[src/rtl/coef_ldr_pkg.sv]
package coef_ldr_pkg;
  typedef enum logic {ST_IDLE = 1'b0, ST_LOAD = 1'b1} ldr_state_e;
endpackage

[src/rtl/coef_ldr_ctrl.sv]
module coef_ldr_ctrl
  import coef_ldr_pkg::*;
#(
  parameter int TAP_W     = 4,
  parameter int TYPE_W    = 3,
  parameter int ID_W      = 8,
  parameter int MAX_TAPS  = 8,
  parameter int NUM_TYPES = 6,
  localparam int KEY_W    = ID_W + TAP_W + TYPE_W
) (
  input  logic              clk,
  input  logic              rst_n,
  input  logic              load_req,
  input  logic [TAP_W-1:0]  taps,
  input  logic [TYPE_W-1:0] filt_type,
  input  logic [ID_W-1:0]   set_id,
  input  logic              hardcode_2tap,
  input  logic              fire,
  input  logic              final_word,
  output logic              loading,
  output logic              start,
  output logic [TAP_W-1:0]  taps_q,
  output logic [TYPE_W-1:0] type_q,
  output logic              active_bank,
  output logic              done,
  output logic              err
);
  ldr_state_e       state;
  logic [ID_W-1:0]  id_q;
  logic [KEY_W-1:0] last_key;
  logic             last_vld;
  logic             bad_req, skip_req, accept;

  assign loading  = (state == ST_LOAD);
  assign accept   = load_req && (state == ST_IDLE);
  assign bad_req  = (taps == '0) || (taps > TAP_W'(MAX_TAPS))
                 || (filt_type >= TYPE_W'(NUM_TYPES));
  assign skip_req = (taps == TAP_W'(1)) || hardcode_2tap
                 || (last_vld && (last_key == {set_id, taps, filt_type}));
  assign start    = accept && !bad_req && !skip_req;

  always_ff @(posedge clk or negedge rst_n) begin
    if (!rst_n) begin
      state       <= ST_IDLE;
      taps_q      <= '0;
      type_q      <= '0;
      id_q        <= '0;
      active_bank <= 1'b0;
      done        <= 1'b0;
      err         <= 1'b0;
      last_vld    <= 1'b0;
      last_key    <= '0;
    end else begin
      done <= 1'b0;
      err  <= 1'b0;
      if (accept) begin
        if (bad_req) begin
          err <= 1'b1;
        end else if (skip_req) begin
          done <= 1'b1;
        end else begin
          state  <= ST_LOAD;
          taps_q <= taps;
          type_q <= filt_type;
          id_q   <= set_id;
        end
      end else if (loading && fire && final_word) begin
        state       <= ST_IDLE;
        done        <= 1'b1;
        active_bank <= ~active_bank;
        last_vld    <= 1'b1;
        last_key    <= {id_q, taps_q, type_q};
      end
    end
  end
endmodule

[src/rtl/coef_ldr_walk.sv]
module coef_ldr_walk #(
  parameter int TAP_W  = 4,
  parameter int PH_W   = 6,
  parameter int PAIR_W = 2,
  parameter int SRC_W  = 9,
  parameter int UNIQ_PH = 33
) (
  input  logic              clk,
  input  logic              rst_n,
  input  logic              start,
  input  logic              advance,
  input  logic [TAP_W-1:0]  taps_q,
  output logic [PH_W-1:0]   phase,
  output logic [PAIR_W-1:0] pair,
  output logic              final_word,
  output logic              odd_present,
  output logic [SRC_W-1:0]  src_addr_even,
  output logic [SRC_W-1:0]  src_addr_odd
);
  logic [TAP_W-1:0] npairs;
  logic             last_pair, last_phase;
  logic [SRC_W-1:0] base;

  assign npairs      = TAP_W'(taps_q + TAP_W'(1)) >> 1;
  assign last_pair   = (pair == PAIR_W'(npairs - TAP_W'(1)));
  assign last_phase  = (phase == PH_W'(UNIQ_PH - 1));
  assign final_word  = last_pair && last_phase;
  assign odd_present = TAP_W'({pair, 1'b1}) < taps_q;

  assign base          = SRC_W'(phase) * SRC_W'(taps_q);
  assign src_addr_even = base + SRC_W'({pair, 1'b0});
  assign src_addr_odd  = src_addr_even + SRC_W'(1);

  always_ff @(posedge clk or negedge rst_n) begin
    if (!rst_n) begin
      phase <= '0;
      pair  <= '0;
    end else if (start) begin
      phase <= '0;
      pair  <= '0;
    end else if (advance) begin
      if (last_pair) begin
        pair  <= '0;
        phase <= phase + PH_W'(1);
      end else begin
        pair <= pair + PAIR_W'(1);
      end
    end
  end
endmodule

[src/rtl/coef_ldr_pack.sv]
module coef_ldr_pack #(
  parameter int COEF_W = 16
) (
  input  logic [COEF_W-1:0]   src_even,
  input  logic [COEF_W-1:0]   src_odd,
  input  logic                odd_present,
  output logic [2*COEF_W-1:0] word
);
  logic [COEF_W-1:0] raw  [2];
  logic              keep [2];

  assign raw[0]  = src_even;
  assign raw[1]  = src_odd;
  assign keep[0] = 1'b1;
  assign keep[1] = odd_present;

  for (genvar s = 0; s < 2; s++) begin : g_slot
    assign word[s*COEF_W +: COEF_W] = keep[s] ? {raw[s][COEF_W-1:2], 2'b00} : '0;
  end
endmodule

[src/rtl/coef_ram_loader.sv]
module coef_ram_loader #(
  parameter int COEF_W     = 16,
  parameter int MAX_TAPS   = 8,
  parameter int NUM_PHASES = 64,
  parameter int TYPE_W     = 3,
  parameter int NUM_TYPES  = 6,
  parameter int ID_W       = 8,
  localparam int UNIQ_PH   = NUM_PHASES / 2 + 1,
  localparam int PH_W      = $clog2(UNIQ_PH),
  localparam int PAIR_W    = (MAX_TAPS / 2 > 1) ? $clog2(MAX_TAPS / 2) : 1,
  localparam int TAP_W     = $clog2(MAX_TAPS + 1),
  localparam int SRC_W     = $clog2(UNIQ_PH * MAX_TAPS),
  localparam int ADDR_W    = TYPE_W + PH_W + PAIR_W
) (
  input  logic                clk,
  input  logic                rst_n,
  input  logic                load_req,
  input  logic [TAP_W-1:0]    taps,
  input  logic [TYPE_W-1:0]   filt_type,
  input  logic [ID_W-1:0]     set_id,
  input  logic                hardcode_2tap,
  output logic [SRC_W-1:0]    src_addr_even,
  output logic [SRC_W-1:0]    src_addr_odd,
  input  logic [COEF_W-1:0]   src_even,
  input  logic [COEF_W-1:0]   src_odd,
  output logic                wr_valid,
  input  logic                wr_ready,
  output logic [ADDR_W-1:0]   wr_addr,
  output logic [2*COEF_W-1:0] wr_data,
  output logic                wr_bank,
  output logic                active_bank,
  output logic                done,
  output logic                err
);
  logic              loading, start, fire, final_word, odd_present;
  logic [TAP_W-1:0]  taps_q;
  logic [TYPE_W-1:0] type_q;
  logic [PH_W-1:0]   phase;
  logic [PAIR_W-1:0] pair;

  assign wr_valid = loading;
  assign fire     = loading && wr_ready;
  assign wr_addr  = {type_q, phase, pair};
  assign wr_bank  = ~active_bank;

  coef_ldr_ctrl #(
    .TAP_W(TAP_W), .TYPE_W(TYPE_W), .ID_W(ID_W),
    .MAX_TAPS(MAX_TAPS), .NUM_TYPES(NUM_TYPES)
  ) u_ctrl (
    .clk(clk), .rst_n(rst_n), .load_req(load_req), .taps(taps),
    .filt_type(filt_type), .set_id(set_id), .hardcode_2tap(hardcode_2tap),
    .fire(fire), .final_word(final_word), .loading(loading), .start(start),
    .taps_q(taps_q), .type_q(type_q), .active_bank(active_bank),
    .done(done), .err(err)
  );

  coef_ldr_walk #(
    .TAP_W(TAP_W), .PH_W(PH_W), .PAIR_W(PAIR_W), .SRC_W(SRC_W), .UNIQ_PH(UNIQ_PH)
  ) u_walk (
    .clk(clk), .rst_n(rst_n), .start(start), .advance(fire), .taps_q(taps_q),
    .phase(phase), .pair(pair), .final_word(final_word),
    .odd_present(odd_present), .src_addr_even(src_addr_even),
    .src_addr_odd(src_addr_odd)
  );

  coef_ldr_pack #(.COEF_W(COEF_W)) u_pack (
    .src_even(src_even), .src_odd(src_odd), .odd_present(odd_present),
    .word(wr_data)
  );
endmodule

[config.mk]
export PLATFORM = sky130hd
export DESIGN_NAME = coef_ram_loader
export DESIGN_NICKNAME = d
export VERILOG_FILES = /design/src/rtl/coef_ldr_pkg.sv /design/src/rtl/coef_ldr_ctrl.sv /design/src/rtl/coef_ldr_walk.sv /design/src/rtl/coef_ldr_pack.sv /design/src/rtl/coef_ram_loader.sv
export SDC_FILE = /design/constraint.sdc
export NUM_CORES = 1
export LEC_CHECK = 0
export ABC_AREA = 1
export CORE_ASPECT_RATIO = 0.75
export CORE_UTILIZATION = 38
export CTS_BUF_LIST = sky130_fd_sc_hd__clkbuf_4 sky130_fd_sc_hd__clkbuf_8
export DETAILED_ROUTE_END_ITERATION = 6
export DONT_BUFFER_PORTS = 1
export PLACE_DENSITY = 0.48
export SLEW_MARGIN = 25
export SYNTH_ARGS = -nofsm -noshare
export SYNTH_HDL_FRONTEND = slang
export SYNTH_SLANG_ARGS = --single-unit
[constraint.sdc]
create_clock -name clk -period 9.7 [get_ports clk]
set_input_delay 2.425 -clock clk [delete_from_list [all_inputs] [get_ports clk]]
set_output_delay 2.425 -clock clk [all_outputs]
set_load 0.01 [all_outputs]
==> metrics.txt, run 1 <==
Final setup violation count 0; Max clock buf depth 2; largest family of logic cells by synthesized area simple AND/OR/NAND/NOR gates; first-pass GRT wire length roughly 12000 um; post-cts resize count 0; htree depth 2; CP startpoint kind flip-flop; delay-heaviest family, CP adder cells; gpl congestion around 0.73; min-delay worst type reg2reg; top post-synthesis cells by area dfrtp_1 (30%), nand2_1 (15%), inv_1 (9.2%); Via density between 4 and 5; Crit path arrival time between 3000 and 4000 ps; Worst Tran Pin Value 964.2 ps; Synth Area per Inst 7.393 um2; buffers and inverters on the worst path 4; Max VDD drop between 0.05 and 0.06 mV; Syn. warnings 0; ant diodes 0; slew margin rel. ~36%; Setup Skew approximately 6.1 ps; num rows 30; WL/cell ~12 um; Synth Area in Adders between 10% and 20%; cell breakdown of the critical path nand2_1 -> fa_1 -> inv_1 -> fa_1 -> ha_1 -> inv_1 -> fa_1 -> xnor2_2 -> inv_1 -> nor2_1 -> nand2_1 -> nor2_1 -> nand2_1 -> nand3_1 -> nand2_1 -> inv_1; Slowest Stage Delay on Critical Path between 600 and 700 ps; XOR/XNOR share of the synthesized area under 10%; number of global-route vias before repair ~2500; clock tree sinks 43; Req. time, crit path roughly 7300 ps; mux cell area share after synthesis 0%; compound-cell area share of the yosys netlist between 8 and 9%; register area share after synthesis 30.20%; drt first pass iters 4; Mapped Cells 482; PnR worst setup slack 3313 ps; Finished Core Util slightly below 40%; clock-pin transition on the worst setup and hold timing paths roughly 80 ps; asr flop ratio synth 100.0%; Synth top cells by count nand2_1 (139), inv_1 (87), dfrtp_1 (43), nor2_1 (31); Pwr Density roughly 120 nW/um2; die height 85.87 um; PortBufs 0; share of layout cells above drive strength 1 about a tenth; initial antenna violation count 0; Fin Setup TNS 0 ps; nets 544; Hold-fix buffers, CTS 0; Initial Util roughly two fifths; WL final 7273 um; remaining global-route overflow 0; number of synthesized flops with an enable pin 0; Worst Hold Path EP u_ctrl.last_vld; flop-to-flop setup slack about 7700 ps; HPWL after DPL 5474 um; worst hold stages 1; CP max FO 10; reg2reg start u_ctrl.taps_q[0]; synth unique cells 35; synthesis-stage register bit count 43; RSZ-0062 raised after global routing false; count leader, synth nand2_1; Final Max Tran Viols 0; die area between 9000 and 10000 um2; Leakage Power around 2.1 nW; CTS tree yes; vias post-DR between 2000 and 3000; sequential cell area roughly 1100 um2; Multi-input gate area roughly 1900 um2; crit path time final ~6400 ps; post-CTS setup buffer count 0; Tot GR Track Use between 10% and 20%; dpl cells between 500 and 600; core area 9084 um2; Critical-path top delay cell dfrtp_1; Ports approximately 120; Num CTS Buffers 5; cell taking the most area after synthesis dfrtp_1; hold slack 474.3 ps; crit path capture type primary output; residual DRC count 0; Setup WS pre-CTS between 3000 and 4000 ps; f_max around 0.16 GHz; Iteration-0 DRC Markers 140; CP Class reg2out; largest net degree at the start of global routing 48; filler cell count between 900 and 1000; reg2reg end u_ctrl.last_key[14]; Post-synth top flop dfrtp_1; MaxCap Viol Count 0; Synth top area share 30.20%; Root Driver clkbuf_8; Tcrit/Tclk final around two thirds; clk_lat worst skew 300 ps; Post-Syn Area approximately 3600 um2; DRT antenna net count 0; chip width ~110 um; synth-to-layout area growth 0.3511%; simple-gate share of the synthesized area between 20% and 30%; outcome finished clean; final hold viol count 0; post-route non-filler standard cell count approximately 590; hold_sp u_ctrl.last_vld; worst r2r path cells 12
## cells by family after synthesis
| logic type | after synthesis |
|---|---|
| AO/OA/AOI/OAI | 47 |
| XOR/XNOR | 17 |
| adder cells (fa/ha/maj) | 32 |
| buffers and inverters | 132 |
| flip-flops | 43 |
| other | 1 |
| AND/OR/NAND/NOR | 210 |
## metrics by stage
| stage | area [um2] | total power [W] |
|---|---|---|
| 2_1_floorplan | 3575 | 0.0003181 |
| 3_3_place_gp | 3485 | 0.0003354 |
| 4_1_cts | 3568 | 0.0004532 |
| 6_report | 3576 | 0.0004461 |
| 5_1_grt | 3576 | 0.0004794 |
| 3_5_place_dp | 3485 | 0.0003381 |
## layer usage
| metal | wire, um | global-route usage, % | vias up |
|---|---|---|---|
| met1 | 3864 | 24.19 | 1216 |
| met5 | 0 | 0 | - |
| met4 | 63 | 3.778 | 0 |
| li1 | - | - | 1396 |
| met2 | 2886 | 22.28 | 78 |
| met3 | 460 | 4.028 | 11 |
## cell usage in the layout (no fill, tap or decap), drive strengths merged, types with 4 or more instances in the layout
cell type | Yosys | final
nand4 | 11 | 11
fa | 9 | 9
dfrtp | 43 | 43
clkinv | 1 | 4
nor2 | 32 | 32
inv | 99 | 99
a21oi | 6 | 6
nand2 | 144 | 144
o211ai | 7 | 7
o21ai | 32 | 32
nand3 | 17 | 17
xnor2 | 6 | 6
conb | 1 | 4
xor2 | 11 | 11
clkbuf | 1 | 5
ha | 23 | 23
## worst max-delay path by stage
stage	start	end	slack (ps)	cells after the start
global route	u_walk.phase[2]	src_addr_odd[8]	2950	16
CTS	u_walk.phase[0]	src_addr_odd[8]	3230	16
detailed placement	u_walk.phase[0]	src_addr_odd[8]	3590	16
finish	u_walk.phase[2]	src_addr_odd[8]	3310	16
global placement	u_walk.phase[0]	src_addr_odd[8]	3610	16
floorplan	u_walk.phase[0]	src_addr_odd[8]	3920	16
## cell type report
class / count / share of cell area [%]
clock buffer: 5 / 1.924
clock inverter: 3 / 0.4199
inverter: 100 / 10.71
multi-input combinational: 310 / 52.38
sequential: 43 / 30.09
tap: 128 / 4.479
## report_power, final
group	leakage (nW)	switching, W	internal (W)
combinational	1.55	0.0000744	0.0000352
sequential	0.521	0.0000346	0.000189
clock	0.0477	0.0000638	0.0000494
## registers in the layout, indices dropped and copies added, names as in the netlist
name                flops
u_ctrl.taps_q           4
u_walk.pair             2
u_ctrl.done             1
u_ctrl.err              1
u_ctrl.active_bank      1
u_walk.phase            6
u_ctrl.id_q             8
u_ctrl.type_q           3
u_ctrl.last_vld         1
u_ctrl.loading          1
u_ctrl.last_key        15
Note: power is estimated with default switching activity, not from simulation.
==> run 2: changes to the inputs <==
--- a/config.mk
+++ b/config.mk
@@ -11,7 +11,7 @@
 export CTS_BUF_LIST = sky130_fd_sc_hd__clkbuf_4 sky130_fd_sc_hd__clkbuf_8
 export DETAILED_ROUTE_END_ITERATION = 6
 export DONT_BUFFER_PORTS = 1
-export PLACE_DENSITY = 0.48
+export PLACE_DENSITY = 0.5
 export SLEW_MARGIN = 25
 export SYNTH_ARGS = -nofsm -noshare
 export SYNTH_HDL_FRONTEND = slang
==> constraint.sdc (replaced) <==
create_clock -name clk -period 5.21 [get_ports clk]
set_input_delay 1.3025 -clock clk [delete_from_list [all_inputs] [get_ports clk]]
set_output_delay 1.3025 -clock clk [all_outputs]
set_load 0.01 [all_outputs]
==> run 2 against run 1 <==
Cell count up 1.7%. Clock-buffer cell count grew 1. Routed wire length up 1.4%. Non-clock buffer count increased by 11. Via count is 1.9% higher. Register-to-register slack worse by 4500 ps. Critical path type unchanged. Largest cell class unchanged. Largest power group unchanged.
==> metrics.txt, run 2 (synthesized netlist as in run 1, its figures left out) <==
Max clock buf depth 2; Req. time, crit path just under 4000 ps; DRT antenna net count 0; Final setup violation count 0; post-route non-filler standard cell count ~600; number of global-route vias before repair 2433; vias post-DR 2752; gpl congestion about 0.75; first-pass GRT wire length between 10000 and 15000 um; Tcrit/Tclk final ~95%; HPWL after DPL around 5600 um; htree depth 2; num rows 30; Multi-input gate area roughly 1900 um2; crit path launch u_walk.phase[1]; Initial Util 39.23%; clk_lat worst skew around 290 ps; worst r2r path cells 12; clock-pin transition on the worst setup and hold timing paths around 80 ps; CP startpoint kind flip-flop; filler cell count around 950; drt first pass iters 4; WL final 7376 um; Iteration-0 DRC Markers roughly 150; MaxCap Viol Count 0; reg2reg end u_ctrl.last_key[0]; core area 9084 um2; PortBufs 0; Finished Core Util 40.80%; Max VDD drop ~0.085 mV; ant diodes 0; Largest Register u_ctrl.last_key; Num CTS Buffers 5; Pwr Density ~240 nW/um2; nets between 500 and 600; synth-to-layout area growth 4.003%; final hold viol count 0; die height about 86 um; Setup Skew 7.228 ps; chip width between 100 and 150 um; crit path time final ~5000 ps; min-delay worst type reg2reg; sequential cell area between 1000 and 1500 um2; most frequent cells in the layout nand2_1 (139), inv_1 (86), dfrtp_1 (39), nor2_1 (30), o21ai_1 (23); dpl cells just under 600; clock tree sinks 43; CP max FO 6; largest net degree at the start of global routing 48; die area 9773 um2; Ports about 120; leading cell type in the layout, fill and taps excluded nand2_1; Crit path arrival time approximately 3700 ps; residual DRC count 0; Hold-fix buffers, CTS 0; remaining global-route overflow 0; slew margin rel. 60.44%; RSZ-0062 raised after global routing false; outcome finished clean; PnR worst setup slack between 200 and 250 ps; Via density roughly 4.6; max FFs per register 15; Regs by FF count u_ctrl.last_key: 15 flops, u_ctrl.id_q: 8 flops, u_walk.phase: 6 flops; CTS tree yes; Cell Area, Placed roughly 3500 um2; reg2reg start u_ctrl.taps_q[0]; Critical path destination src_addr_odd[7]; f_max between 0.2 and 0.25 GHz; crit path capture type primary output; flop-to-flop setup slack between 3000 and 4000 ps; Final Max Tran Viols 0; CP Class reg2out; Fin Setup TNS 0 ps; design area 3706 um2; share of layout cells above drive strength 1 between 10 and 15%; Setup WS pre-CTS roughly 360 ps; Tot GR Track Use between 10% and 20%; WL/cell ~12 um; initial antenna violation count 0; Worst Tran Pin Value between 500 and 600 ps; Root Driver clkbuf_8; worst hold stages 1; Leakage Power 2.178 nW
[run 2: worst min-delay path by stage]
stage | startpoint | endpoint | slack (ps)
2_1_floorplan | u_ctrl.last_vld | u_ctrl.last_vld | 430
3_3_place_gp | u_ctrl.last_vld | u_ctrl.last_vld | 450
3_5_place_dp | u_ctrl.last_vld | u_ctrl.last_vld | 460
4_1_cts | u_ctrl.last_vld | u_ctrl.last_vld | 480
5_1_grt | u_ctrl.last_vld | u_ctrl.last_vld | 510
6_report | u_ctrl.last_vld | u_ctrl.last_vld | 480
[run 2: through the flow]
| stage | total power [W] | hold slack, ps |
|---|---|---|
| floorplan | 0.0005923 | 433.9 |
| global placement | 0.0006421 | 447.6 |
| detailed placement | 0.0006459 | 460.0 |
| CTS | 0.0009049 | 481.0 |
| global route | 0.0009571 | 508.8 |
| finish | 0.0008935 | 480.1 |
[run 2: layer usage]
metal	share of wire (%)	GRT usage [%]	wire (um)	vias up
li1	-	-	-	1416
met1	51	22.68	3760	1239
met2	41	23.28	3045	88
met3	6.9	3.746	511	9
met4	0.80	2.834	59	0
met5	0	0	0	-
[run 2: what timing repair did]
| item | 4_1_cts | 5_1_grt |
|---|---|---|
| hold endpoints to repair | 0 | 0 |
| setup buffers | 0 | 4 |
| endpoints found under the setup margin | 0 | 3 |
| resized for setup | 0 | 9 |
[run 2: final cells by class]
class	count	share of cell area [%]
multi-input cells	310	51.08
flip-flops and latches	43	29.17
inverters	100	10.33
well taps	128	4.321
repair buffers	11	2.228
clock buffers	6	2.059
clock inverters	1	0.8103
[run 2: worst max-delay path, stage by stage, from the launching register on]
cell and delay, ps:
dfrtp_2 470, nand2_1 100, fa_1 500, inv_1 60, fa_1 470, ha_1 310
inv_1 60, fa_1 470, xnor2_2 190, buf_4 160, nand3_1 120, nor3_2 220
xnor2_1 140, inv_1 90
[run 2: power breakdown]
| group | internal [W] | total, W | switching (W) | leakage, nW |
|---|---|---|---|---|
| combinational | 0.0000807 | 0.000247 | 0.000166 | 1.61 |
| clock | 0.000146 | 0.000254 | 0.000108 | 0.0547 |
| sequential | 0.000353 | 0.000393 | 0.0000400 | 0.514 |
